### config.mk
export PLATFORM = sky130hd
export DESIGN_NAME = irq_event_ctrl
export DESIGN_NICKNAME = d
export VERILOG_FILES = /design/src/rtl/irqc_pkg.sv /design/src/rtl/irqc_decode.sv /design/src/rtl/irqc_state.sv /design/src/rtl/irqc_line.sv /design/src/rtl/irq_event_ctrl.sv
export SDC_FILE = /design/constraint.sdc
export NUM_CORES = 1
export LEC_CHECK = 0
export BUFFER_PORTS_ARGS = -buffer_cell sky130_fd_sc_hd__clkbuf_2
export CAP_MARGIN = 20
export CORE_MARGIN = 1
export CORE_UTILIZATION = 38
export CTS_BUF_LIST = sky130_fd_sc_hd__clkbuf_4
export DETAILED_ROUTE_END_ITERATION = 10
export GPL_TIMING_DRIVEN = 0
export PLACE_DENSITY_LB_ADDON = 0.08
export SYNTH_ARGS = -nofsm -noshare
export SYNTH_HDL_FRONTEND = slang
export SYNTH_HIERARCHICAL = 1
export SYNTH_SLANG_ARGS = --single-unit
### constraint.sdc
create_clock -name clk_i -period 1.3 [get_ports clk_i]
set_clock_uncertainty 0.15 [all_clocks]
set_input_delay 0.195 -clock clk_i [delete_from_list [all_inputs] [get_ports clk_i]]
set_output_delay 0.195 -clock clk_i [all_outputs]
set_load 0.02 [all_outputs]
### src/rtl/irqc_pkg.sv
package irqc_pkg;

    // Register word addresses
    typedef enum logic [2:0] {
        REG_RAW    = 3'd0,
        REG_PEND   = 3'd1,
        REG_EN_SET = 3'd2,
        REG_EN_CLR = 3'd3,
        REG_EOI    = 3'd4
    } irqc_reg_e;

    // Event bit positions
    localparam int EV_FRAME_DONE = 0;
    localparam int EV_SCAN_DONE  = 1;
    localparam int EV_SYNC_LOST  = 2;
    localparam int EV_BIAS_COUNT = 3;
    localparam int EV_UNDERFLOW  = 5;
    localparam int EV_PAL_LOADED = 6;
    localparam int EV_BUF0_END   = 8;
    localparam int EV_BUF1_END   = 9;

    localparam int EV_W_DEFAULT = 10;

    localparam logic [EV_W_DEFAULT-1:0] EV_MASK_DEFAULT =
        EV_W_DEFAULT'((1 << EV_FRAME_DONE) | (1 << EV_SCAN_DONE) |
                      (1 << EV_SYNC_LOST)  | (1 << EV_BIAS_COUNT) |
                      (1 << EV_UNDERFLOW)  | (1 << EV_PAL_LOADED) |
                      (1 << EV_BUF0_END)   | (1 << EV_BUF1_END));

    // Decoded write strobes
    typedef struct packed {
        logic en_set;
        logic en_clr;
        logic ack;
        logic eoi;
    } irqc_stb_t;

endpackage

### src/rtl/irqc_decode.sv
module irqc_decode
    import irqc_pkg::*;
#(
    parameter int ADDR_W = 3
) (
    input  logic              wr_en_i,
    input  logic [ADDR_W-1:0] wr_addr_i,
    output irqc_stb_t         stb_o
);

    irqc_stb_t stb_d;

    always_comb begin
        stb_d = '0;
        if (wr_en_i) begin
            unique case (wr_addr_i)
                ADDR_W'(REG_EN_SET): stb_d.en_set = 1'b1;
                ADDR_W'(REG_EN_CLR): stb_d.en_clr = 1'b1;
                ADDR_W'(REG_PEND):   stb_d.ack    = 1'b1;
                ADDR_W'(REG_EOI):    stb_d.eoi    = 1'b1;
                default:             stb_d = '0;   // raw status and unused: ignored
            endcase
        end
    end

    assign stb_o = stb_d;

endmodule

### src/rtl/irqc_state.sv
module irqc_state
    import irqc_pkg::*;
#(
    parameter int              EV_W    = EV_W_DEFAULT,
    parameter logic [EV_W-1:0] EV_MASK = EV_MASK_DEFAULT
) (
    input  logic            clk_i,
    input  logic            rst_ni,
    input  logic [EV_W-1:0] ev_i,
    input  irqc_stb_t       stb_i,
    input  logic [EV_W-1:0] wdata_i,
    output logic [EV_W-1:0] raw_o,
    output logic [EV_W-1:0] en_o
);

    typedef struct packed {
        logic [EV_W-1:0] raw;
        logic [EV_W-1:0] en;
    } state_t;

    state_t st_d, st_q;
    logic [EV_W-1:0] clr_bits_d;

    always_comb begin
        st_d       = st_q;
        clr_bits_d = '0;
        if (stb_i.en_set) begin
            st_d.en = st_q.en | (wdata_i & EV_MASK);
        end
        if (stb_i.en_clr) begin
            st_d.en = st_q.en & ~wdata_i;
        end
        if (stb_i.ack) begin
            clr_bits_d = wdata_i & st_q.en;
        end
        // a new event outranks an acknowledge of the same bit
        st_d.raw = (st_q.raw & ~clr_bits_d) | (ev_i & EV_MASK);
    end

    always_ff @(posedge clk_i or negedge rst_ni) begin
        if (!rst_ni) begin
            st_q <= '0;
        end else begin
            st_q <= st_d;
        end
    end

    assign raw_o = st_q.raw;
    assign en_o  = st_q.en;

endmodule

### src/rtl/irqc_line.sv
module irqc_line (
    input  logic clk_i,
    input  logic rst_ni,
    input  logic pending_i,
    input  logic eoi_i,
    output logic armed_o,
    output logic irq_o
);

    typedef struct packed {
        logic armed;
        logic irq;
    } line_t;

    line_t ln_d, ln_q;
    logic  fire_d;

    always_comb begin
        ln_d   = ln_q;
        fire_d = ln_q.armed & pending_i;
        ln_d.irq = fire_d;
        if (eoi_i) begin
            ln_d.armed = 1'b1;
        end else if (fire_d) begin
            ln_d.armed = 1'b0;
        end
    end

    always_ff @(posedge clk_i or negedge rst_ni) begin
        if (!rst_ni) begin
            ln_q <= '{armed: 1'b1, irq: 1'b0};
        end else begin
            ln_q <= ln_d;
        end
    end

    assign armed_o = ln_q.armed;
    assign irq_o   = ln_q.irq;

endmodule

### src/rtl/irq_event_ctrl.sv
module irq_event_ctrl
    import irqc_pkg::*;
#(
    parameter int              ADDR_W  = 3,
    parameter int              DATA_W  = 32,
    parameter int              EV_W    = EV_W_DEFAULT,
    parameter logic [EV_W-1:0] EV_MASK = EV_MASK_DEFAULT
) (
    input  logic              clk_i,
    input  logic              rst_ni,
    input  logic [EV_W-1:0]   ev_i,
    input  logic              wr_en_i,
    input  logic [ADDR_W-1:0] wr_addr_i,
    input  logic [DATA_W-1:0] wr_data_i,
    input  logic [ADDR_W-1:0] rd_addr_i,
    output logic [DATA_W-1:0] rd_data_o,
    output logic              irq_o
);

    irqc_stb_t       stb;
    logic            set_stb, clr_stb, ack_stb, eoi_stb;
    logic [EV_W-1:0] wdata;
    logic [EV_W-1:0] raw_q, en_q, pend;
    logic            armed_q;
    logic            unused_wr_hi;

    assign wdata        = wr_data_i[EV_W-1:0];
    assign unused_wr_hi = ^wr_data_i[DATA_W-1:EV_W];

    irqc_decode #(.ADDR_W(ADDR_W)) u_decode (
        .wr_en_i   (wr_en_i),
        .wr_addr_i (wr_addr_i),
        .stb_o     (stb)
    );

    assign set_stb = stb.en_set;
    assign clr_stb = stb.en_clr;
    assign ack_stb = stb.ack;
    assign eoi_stb = stb.eoi;

    irqc_state #(.EV_W(EV_W), .EV_MASK(EV_MASK)) u_state (
        .clk_i   (clk_i),
        .rst_ni  (rst_ni),
        .ev_i    (ev_i),
        .stb_i   (stb),
        .wdata_i (wdata),
        .raw_o   (raw_q),
        .en_o    (en_q)
    );

    assign pend = raw_q & en_q;

    irqc_line u_line (
        .clk_i     (clk_i),
        .rst_ni    (rst_ni),
        .pending_i (|pend),
        .eoi_i     (eoi_stb),
        .armed_o   (armed_q),
        .irq_o     (irq_o)
    );

    always_comb begin
        rd_data_o = '0;
        unique case (rd_addr_i)
            ADDR_W'(REG_RAW):    rd_data_o = DATA_W'(raw_q);
            ADDR_W'(REG_PEND):   rd_data_o = DATA_W'(pend);
            ADDR_W'(REG_EN_SET): rd_data_o = DATA_W'(en_q);
            ADDR_W'(REG_EN_CLR): rd_data_o = DATA_W'(en_q);
            default:             rd_data_o = '0;
        endcase
    end

endmodule

==> impl_metrics.csv <==
group,metric,value,unit
grt,grt_pass1_vias,1144,
power,max-vdd-ir-drop,768,uV
synth,syn_avg_cell_area,9.27,um2
finish,nFillCells,285,
synth,synth_area_leaders,"dfrtp_1 (43%), buf_4 (14%), a21oi_1 (6.5%), nor2_1 (6.1%), a21o_1 (5.5%)",
synth,yosys.area.top_type_share,42.9,%
floorplan,io_pins,84,
route,wl_per_cell,11.5,um
power,p_clk_share,17.4,%
timing,rsz0062_at_grt,"yes",
timing,timing.final.crit_share,113,%
power,switchingPower,0.548,mW
timing,postLayoutSetupSlackWorst,-170,ps
power,pwr-share-comb,37.5,%
route,detail-route-antenna-nets,0,
cts,cts_tree,"built",
synth,yosysUniqueCellTypes,24,
floorplan,initial_utilization,40.1,%
finish,utilization,64.3,%
floorplan,die_w,58.7,um
placement,gp_routability_congestion,0.781,
grt,track_usage,19.0,%
synth,yosysWarnings,6,
placement,hpwl,1970,um
timing,hold_viol_final,0,
status,outcome,"finished, violations left",
cts,h-tree-depth,1,
synth,yosys_register_bits,22,
synth,ys_seq_area_share,45.1,%
synth,syn_area,0.00122,mm2
grt,grt_first_pass_wirelength,4890,um
route,remaining_drc_errors,0,
timing,setup_viol,12,
grt,grt_max_degree,23,
route,vias,1233,
floorplan,die_y,58.7,um
cts,numCtsBuffers,3,
power,p_int,1.19,mW
finish,fin_nets,283,
timing,layout_min_cycle_time,1470,ps
critical_path,critPathKind,"reg -> out",
synth,synth_cells,132,
power,p_sw_share,31.6,%
worst_hold_path,holdCritPathClass,"in -> reg",
floorplan,fp-row-count,20,
timing,fmax,680,MHz
finish,drive_above_1_share,43.3,%
timing,tightest_slew,603,ps
finish,syn_to_final_growth,60.5,%
power,leakage,0.993,nW
critical_path,worstSetupStartpointType,"register",
route,wl,3160,um
power,power_frac_seq,45.1,%
cts,clock-root-buffer,"clkbuf_4",
synth,yosys.area.top_type,"dfrtp_1",
power,power_density,883,mW/mm2
cts,clkSinkCount,22,
finish,layout_commonest_cell,"buf_4",
critical_path,crit_fanout,3,
route,viasPerCell,4.48,
timing,slew_headroom,59.8,%
floorplan,core_area,0.00305,mm2
status,violations,"negative setup slack",
cts,clk_pin_slew,110,ps
grt,grt-ovfl-total,0,
floorplan,die_area,0.00345,mm2
timing,slew_violations,0,
route,drt_iter0_drc,32,
critical_path,crit_arrival,1120,ps
finish,num_antenna_cells,0,
cts,clk_path_buf_depth,2,
cts,clock_latency,300,ps
critical_path,critPathCaptureType,"primary output",
grt,antenna_found_initial,0,
timing,fin_setup_tns,-1310,ps
route,dr.pass1.iters,4,
placement,portBuffers,36,
finish,final_cell_mix,"buf_4 (50), clkbuf_2 (26), conb_1 (22), dfrtp_1 (21), dlygate4sd3_1 (19)",
critical_path,cp_data_required_time,950,ps
run,cap_viol_max_count,0,
==> what timing repair did <==
| item | CTS | global route |
|---|---|---|
| hold buffers | 19 | 0 |
| setup buffers | 17 | 2 |
| endpoints found under the hold margin | 41 | 0 |
| endpoints found under the setup margin | 12 | 12 |
| gates resized for setup | 11 | 20 |
| pin swaps | 7 | 8 |
==> final cells by class <==
class / instances / area (um2) / share of cell area [%]
buffer: 27 / 198 / 10.1
tap: 44 / 55.1 / 2.80
clock inverter: 1 / 3.75 / 0.191
inverter: 3 / 11.3 / 0.573
multi-input combinational: 101 / 583 / 29.7
timing repair buffer: 74 / 539 / 27.5
clock buffer: 3 / 22.5 / 1.15
sequential: 22 / 552 / 28.1
==> through the flow <==
stage / setup WS (ps) / hold slack [ps] / cell area [um2] / power (mW) / std cells
global route: -262 / 173 / 1960 / 1.85 / 275
CTS: -190 / 170 / 1910 / 1.71 / 273
detailed placement: -115 / 50.7 / 1540 / 1.26 / 233
floorplan: 20.2 / -251 / 1300 / 1.11 / 153
global placement: -116 / 51.8 / 1540 / 1.24 / 233
finish: -170 / 178 / 1960 / 1.74 / 275
==> power groups by stage <==
stage | logic [mW] | registers, mW | clock network, mW
after floorplan | 0.304 | 0.809 | 0
after global placement | 0.423 | 0.821 | 0
after detailed placement | 0.433 | 0.823 | 0
after CTS | 0.608 | 0.779 | 0.321
after global routing | 0.709 | 0.791 | 0.345
final | 0.651 | 0.783 | 0.302
==> Yosys cell counts (all sizes together) <==
cell    number
and4bb       3
a21o         9
a22oi        3
a221oi       1
a21oi       16
and2         1
nor3        10
conb         1
nand4        1
and4b        1
buf         26
a31oi        2
inv          3
dfstp        1
nor2        21
nand3        8
dfrtp       21
a21boi       2
a22o         1
clkbuf       1
==> critical path, stage by stage, from the launching register on <==
cell     delay (ps)
dfrtp_1         400
nor2_1           60
nor3_1          180
buf_2           190
==> metal layers <==
layer	share of wire [%]	track usage, %	up-vias
li1	-	-	616
met1	41	23.5	559
met2	51	32.1	52
met3	6.3	3.08	6
met4	1.4	9.18	0
met5	0	0	-
==> path summary, 6_finish.rpt <==
| path | end | cells after the start | slack (ps) | start |
|---|---|---|---|---|
| min reg2reg | u_line/armed_o | 1 | 370 | u_line/armed_o |
| min | u_line/armed_o | 3 | 180 | wr_en_i |
| max | rd_data_o[2] | 3 | -170 | register |
| max reg2reg | u_line/irq_o | 5 | -130 | register |
| min in group asynchronous | u_state/raw_o[2] | 2 | 250 | rst_ni |
| max in group asynchronous | u_line/armed_o | 2 | 380 | rst_ni |
==> cells by family after synthesis <==
kind of cell           share of synthesized area (%)
AND/OR/NAND/NOR                                 19.4
AO/OA/AOI/OAI                                   18.1
buffers and inverters                           17.1
flip-flops                                      45.1
other                                          0.306
No activity file was read; power rests on OpenSTA's default activity.
